--- config.mk ---
export PLATFORM = sky130hd
export DESIGN_NAME = tx_char_queue
export DESIGN_NICKNAME = d
export VERILOG_FILES = /design/src/rtl/tx_char_queue.sv
export SDC_FILE = /design/constraint.sdc
export NUM_CORES = 1
export LEC_CHECK = 0
export ABC_AREA = 1
export BUFFER_PORTS_ARGS = -buffer_cell sky130_fd_sc_hd__buf_2
export CORE_ASPECT_RATIO = 1.25
export CORE_MARGIN = 2
export CORE_UTILIZATION = 39
export DETAILED_ROUTE_END_ITERATION = 16
export GPL_TIMING_DRIVEN = 0
export MAX_ROUTING_LAYER = met4
export SYNTH_ARGS = -nofsm -noshare
export SYNTH_HDL_FRONTEND = slang
export SYNTH_SLANG_ARGS = --single-unit
export TNS_END_PERCENT = 50
--- constraint.sdc ---
create_clock -name clk -period 1.85 [get_ports clk]
set_input_delay 0.37 -clock clk [delete_from_list [all_inputs] [get_ports clk]]
set_output_delay 0.37 -clock clk [all_outputs]
set_load 0.01 [all_outputs]
--- src/rtl/tx_char_queue.sv ---
module tx_char_queue #(
  parameter int DATA_W = 11,
  parameter int DEPTH  = 4,
  parameter int LVL_W  = $clog2(DEPTH + 1)
) (
  input  logic              clk,
  input  logic              rst_n,
  input  logic              wr_en,
  input  logic [DATA_W-1:0] wr_data,
  input  logic              rd_en,
  input  logic [LVL_W-1:0]  thresh,
  input  logic              irq_mask,
  input  logic              irq_ack,
  output logic [DATA_W-1:0] rd_data,
  output logic              empty,
  output logic [LVL_W-1:0]  level,
  output logic              irq
);
  localparam int PTR_W = $clog2(DEPTH);
  localparam logic [LVL_W-1:0] FULL_LVL = LVL_W'(DEPTH);
  localparam logic [LVL_W-1:0] ONE      = LVL_W'(1);

  logic [DATA_W-1:0] slots [DEPTH];
  logic [PTR_W-1:0]  wptr, rptr;
  logic [LVL_W-1:0]  lvl_nxt;
  logic              do_wr, do_rd, pend, enter, lift;

  assign do_wr = wr_en && (level != FULL_LVL);
  assign do_rd = rd_en && (level != '0);
  assign empty = (level == '0);
  assign irq   = pend && !irq_mask;

  always_comb begin
    lvl_nxt = level;
    if (do_wr && !do_rd)      lvl_nxt = level + ONE;
    else if (do_rd && !do_wr) lvl_nxt = level - ONE;
  end

  assign enter = (level > thresh) && (lvl_nxt <= thresh);
  assign lift  = do_wr && !do_rd && (lvl_nxt > thresh);

  always_ff @(posedge clk) begin
    if (do_wr) slots[wptr] <= wr_data;
  end

  always_ff @(posedge clk or negedge rst_n) begin
    if (!rst_n) begin
      wptr    <= '0;
      rptr    <= '0;
      level   <= '0;
      rd_data <= '0;
      pend    <= 1'b0;
    end else begin
      level <= lvl_nxt;
      if (do_wr) wptr <= wptr + 1'b1;
      if (do_rd) begin
        rptr    <= rptr + 1'b1;
        rd_data <= slots[rptr];
      end
      if (enter)                pend <= 1'b1;
      else if (irq_ack || lift) pend <= 1'b0;
    end
  end

  logic [LVL_W:0] th_up;
  assign th_up = {1'b0, thresh} + (LVL_W+1)'(1);

  assert_level_bound_R3: assert property (@(posedge clk) disable iff (!rst_n)
    level <= FULL_LVL);
  assert_full_drop_R4: assert property (@(posedge clk) disable iff (!rst_n)
    (level == FULL_LVL && wr_en && !rd_en) |=> (level == FULL_LVL && $stable(rd_data)));
  assert_empty_read_R5: assert property (@(posedge clk) disable iff (!rst_n)
    (level == '0 && rd_en && !wr_en) |=> (level == '0 && $stable(rd_data)));
  assert_rdwr_level_R6: assert property (@(posedge clk) disable iff (!rst_n)
    (wr_en && rd_en && level != '0 && level != FULL_LVL) |=> $stable(level));
  assert_cross_sets_R7: assert property (@(posedge clk) disable iff (!rst_n)
    ({1'b0, level} == th_up && rd_en && !wr_en) |=> pend);
  assert_ack_clears_R10: assert property (@(posedge clk) disable iff (!rst_n)
    (irq_ack && !rd_en) |=> !pend);
endmodule

After elaboration in Yosys (flattened, before gate mapping)
Memory sizes are Yosys's and may differ from the RTL's. A register that Yosys moved wholly into a read port is not among the register bits.
Index checks and enable logic that the tools add are counted.
{"block": "classes", "n_lt_le_gt_ge": 3, "eq_ne": 1, "n_reduce_logical": 15, "n_mux": 6, "addsub": 4}
{"cell": "1-bit logical AND", "n": 7}
{"cell": "3-bit greater-than comparator", "n": 2}
{"cell": "3-bit two-way mux", "n": 2}
{"cell": "2-bit by 1-bit adder with 2-bit output (second input constant)", "n": 2}
{"cell": "1-bit logical NOT", "n": 4}
{"cell": "1-bit two-way mux", "n": 4}
{"cell": "3-bit by 1-bit adder with 3-bit output (second input constant)", "n": 1}
{"cell": "3-bit less-or-equal comparator", "n": 1}
{"cell": "3-bit logical NOT", "n": 1}
{"cell": "3-bit != test (second input constant)", "n": 1}
{"cell": "3-bit nonzero test", "n": 1}
{"cell": "3-bit by 1-bit subtractor with 3-bit output (second input constant)", "n": 1}
{"cell": "2-bit nonzero test", "n": 1}
{"cell": "1-bit logical OR", "n": 1}
{"block": "word_totals", "elab_cells": 34, "ram_bits": 44, "n_memories": 1, "regBits": 8, "in_bits": 20}
{"name": "slots", "words": 4, "width": 11, "read_ports": 1, "rd_ports_with_merged_regs": 1, "write_ports": 1, "line_no": "23", "rtl": "logic [DATA_W-1:0] slots [DEPTH];"}

Logic depth before layout (Yosys ltp)
{"block": "logic_depth", "ltp_word": 11, "mapped_depth": 16, "mapped_depth_nobuf": 16}

Worst setup path after synthesis
No wires, ideal clock.
{"block": "synth_timing", "kind": "register -> register", "from": "register level[0]", "to": "register pend", "path_slack_ns": -0.205, "period_less_slack_ns": 2.055, "required_time_ns": 1.785, "path_buffers": 0, "setup_time_ns": 0.065, "path_stages_with_launch": 16, "arrival_time_ns": 1.990, "cell_sequence": "dfrtp_1 > inv_1 > ha_1 > nand2_2 > nand2_4 > inv_2 > nand2_4 > nand2_1 > nor2_1 > nor2_1 > ha_1 > a21oi_1 > nand2_1 > nand2_1 > nand3_1 > nand2_1"}
{"block": "synth_between", "elab_chain_cells": 10, "word_cells_on_any_way": 20, "cone_classes": "add/sub: 2; order compare: 3; eq/ne: 1; mux: 3; reduce/logical: 11"}
{"element": "start, declared", "line_no": "16", "rtl": "output logic [LVL_W-1:0] level,"}
{"element": "start signal, assigned", "line_no": "54", "rtl": "level <= lvl_nxt;"}
{"element": "branches (longest 5 deep; another with 3-bit by 1-bit subtractor with 3-bit output)"}
{"element": "3-bit two-way mux *", "line_no": "35", "rtl": "if (do_wr && !do_rd) lvl_nxt = level + ONE;"}
{"element": "net lvl_nxt[2]", "line_no": "25", "rtl": "logic [LVL_W-1:0] lvl_nxt;"}
{"element": "3-bit greater-than comparator", "line_no": "40", "rtl": "assign lift = do_wr && !do_rd && (lvl_nxt > thresh);"}
{"element": "1-bit logical AND", "line_no": "40"}
{"element": "1-bit logical OR", "line_no": "61", "rtl": "else if (irq_ack || lift) pend <= 1'b0;"}
{"element": "2-bit nonzero test (no source line)"}
{"element": "end signal, assigned", "line_no": "52", "rtl": "pend <= 1'b0;"}
{"element": "end signal, assigned", "line_no": "60", "rtl": "if (enter) pend <= 1'b1;"}
{"element": "end signal, assigned", "line_no": "61"}
{"element": "end, declared", "line_no": "26", "rtl": "logic do_wr, do_rd, pend, enter, lift;"}
Mark *: on every way through the listed nets, which the timed path passes.
A chain may end at the register's enable or synchronous reset.

Worst setup path after layout
{"block": "layout_timing", "from": "register level[1]", "to": "register pend"}
The elaborated chain is that of the path after synthesis.

==> impl_metrics.csv <==
group,metric,value,unit
status,status,"complete, but fails checks",
status,violations,"setup timing",
yosys,ys_warn_count,0,
final_layout,fillers,631,
flow_run,max_cap_viol_count,0,
routing,first_pass_iters,4,
placed_design,place_area,3130,sq um
sta,fin_skew,0.00764,ns
setup_path,r2r-end,"pend",
sta,setup_viol,1,
pwr,finalPower,5650,uW
worst_hold_path,whs_path_depth,1,
placed_design,dp_slack,-0.329,ns
yosys,avgSynthCellArea,10.6,sq um
pwr,p_clk_frac,0.181,
cts,cts-root-buf,"clkbuf_8",
routing,via_per_inst,4.65,
global_routing,grt_pass1_vias,1952,
die,die-width,80.2,um
final_layout,layout_common_cells,"nand2_1, nor2_1, edfxtp_1",
sta,fin_ws,-0.110,ns
sta,layout_min_cycle_time,1.96,ns
sta,slew_viol_final,0,
yosys,yosys.area.top_type,"edfxtp_1",
final_layout,num_antenna_cells,0,
cts,clk_pin_slew,0.07,ns
cts,cts-htree-levels,3,
die,row_count,34,
routing,route.vias.total,1934,
setup_path,critical_path_class,"reg2reg",
yosys,synthesis.nets,300,
final_layout,areaGrowthSynthToFinish,23.9,%
global_routing,grt_first_pass_wirelength,9360,um
cts,numCtsBuffers,9,
die,pin_count,36,
sta,hold_violations,0,
yosys,yosysSeqAreaShare,0.635,
setup_path,worstRegToRegCells,14,
final_layout,multi_input_area,1030,sq um
cts,clock_latency,0.34,ns
die,fp.dieArea,7950,sq um
placed_design,place_congestion,0.749,
setup_path,r2r_setup_slack,-0.11,ns
cts,cts.path.max_buffers,2,
setup_path,required,2.08,ns
final_layout,fin_nets,354,
sta,final.period_utilization,1.06,
routing,avgRoutedWirePerCell,13.6,um
pwr,p_seq_frac,0.382,
routing,drt-initial-drc-count,146,
yosys,yosys_register_bits,63,
yosys,synthCells,267,
placed_design,port_buffers,35,
yosys,netlist_area,2830,sq um
die,die_h,99.2,um
final_layout,fin_cells,416,
global_routing,antenna_found_initial,0,
routing,final_antenna_net_count,0,
final_layout,seqCellArea,1800,sq um
pwr,p_int,3510,uW
pwr,power_per_cell_area,1610,nW/um^2
global_routing,groute.usage.overall,0.167,
pwr,p_leak,0.00153,uW
cts,cts_sinks,63,
worst_hold_path,min_to,"slots[0][7]",
placed_design,dp.cells,392,
pwr,p_comb_frac,0.438,
die,core,6980,sq um
final_layout,drive_gt1_frac,0.298,
global_routing,grt_overflow,0,
final_layout,finalInstanceArea,3510,sq um
setup_path,start_kind,"flip-flop",
sta,worst_pin_slew,0.485,ns
worst_hold_path,min_from,"wr_data[7]",
yosys,ys_top_cells_by_area,"edfxtp_1, dfrtp_1, nand2_1, nor2_1, ha_1",
final_layout,final_common_cell,"nand2_1",
setup_path,r2r-start,"level[1]",
routing,routed_wl,5670,um
setup_path,crit_start,"level[1]",
yosys,synth_cell_types,23,
pwr,p_sw,2140,uW
worst_hold_path,holdCritPathClass,"in2reg",
setup_path,arrival,2.19,ns
die,start_util,0.405,
pwr,peakVddDrop,0.861,mV
sta,max_slew_margin,0.677,
yosys,synth_top_area_share,0.467,
setup_path,worstSetupEndpointType,"flip-flop",
placed_design,dp_hpwl,3650,um
routing,drc,0,
sta,timing.fmax,510,MHz
pwr,power.share.switching,0.379,
setup_path,critPathMaxFanout,5,
cts,cts_tree,"built",
sta,rsz0062_at_grt,"true",
global_routing,grt_max_degree,20,
[synth_stat cells (all sizes together)]
| library cell | instances |
|---|---|
| o21ai | 25 |
| nand3 | 5 |
| dfrtp | 19 |
| nand2 | 68 |
| nor2 | 56 |
| nand3b | 1 |
| xnor2 | 1 |
| xor2 | 2 |
| a21oi | 4 |
| inv | 20 |
| ha | 13 |
| buf | 8 |
| nand4 | 1 |
| edfxtp | 44 |
[per-layer routing]
| layer | global-route usage | share of wire |
|---|---|---|
| met4 | 0.0939 | 0.025 |
| met3 | 0.0445 | 0.049 |
| met2 | 0.269 | 0.51 |
| met5 | - | 0 |
| met1 | 0.186 | 0.42 |
[worst max-delay path, stage by stage, from the launching register on]
cell	delay (ns)
dfrtp_2	0.43
inv_2	0.09
ha_4	0.18
nand2_4	0.07
nand2_8	0.10
buf_6	0.09
nand4_1	0.11
nand2_2	0.12
nor2_4	0.05
ha_4	0.26
nand3b_1	0.07
nand2_1	0.08
nand3_1	0.08
nand2_1	0.07
nand2_1	0.04
[flip-flops by register name (all words and copies together), names as in the netlist]
name,count
pend,1
wptr,2
slots,44
rptr,2
rd_data,11
level,3
[power by group through the flow]
stage	clock network (uW)	registers, uW	logic (uW)
final	1020	2160	2470
after global routing	1140	2190	2850
after CTS	1050	2160	2140
after detailed placement	0	2180	2120
after global placement	0	2180	2080
after floorplan	0	2220	1450
[kinds of logic (layout without fill, tap and decap cells)]
family / Yosys count / in the layout / synth area share
and+or+nand+nor: 131 / 131 / 0.195
DFF: 63 / 63 / 0.635
AOI/OAI and AO/OA: 29 / 29 / 0.0526
buffers and inverters: 28 / 87 / 0.0504
adders and majority gates: 13 / 13 / 0.0575
xor gates and xnor gates: 3 / 3 / 0.00929
[layout make-up]
type                       instances  share of cell area
sequential                        63               0.514
tap                               90              0.0321
inverter                          20              0.0228
timing repair buffer              43              0.0689
buffer                             8              0.0193
multi-input combinational        176               0.295
clock inverter                     1             0.00107
clock buffer                      15              0.0475
[through the flow]
stage,TNS [ns],utilization,hold WS (ns)
2_1_floorplan,-0.0426,-,0.0744
3_3_place_gp,-12.51,0.449,0.360
3_5_place_dp,-12.05,0.449,0.365
4_1_cts,-0.335,0.476,0.239
5_1_grt,-0.245,0.503,0.238
6_report,-0.110,0.503,0.247
[timing repair]
item	in CTS	in global routing
endpoints found under the hold margin	2	0
endpoints found under the setup margin	45	45
pin swaps	0	14
buffers inserted	0	7
resized for setup	4	29
hold buffers	1	0
[worst max path at each step]
stage                              to  slack, ns  cells after the start
final                            pend      -0.11                     14
after global routing             pend      -0.24                     15
after CTS                        pend      -0.26                     14
after detailed placement  slots[1][7]      -0.33                      5
after global placement    slots[0][7]      -0.29                      5
after floorplan                  pend      -0.04                     15
No activity file was read; power rests on OpenSTA's default activity.
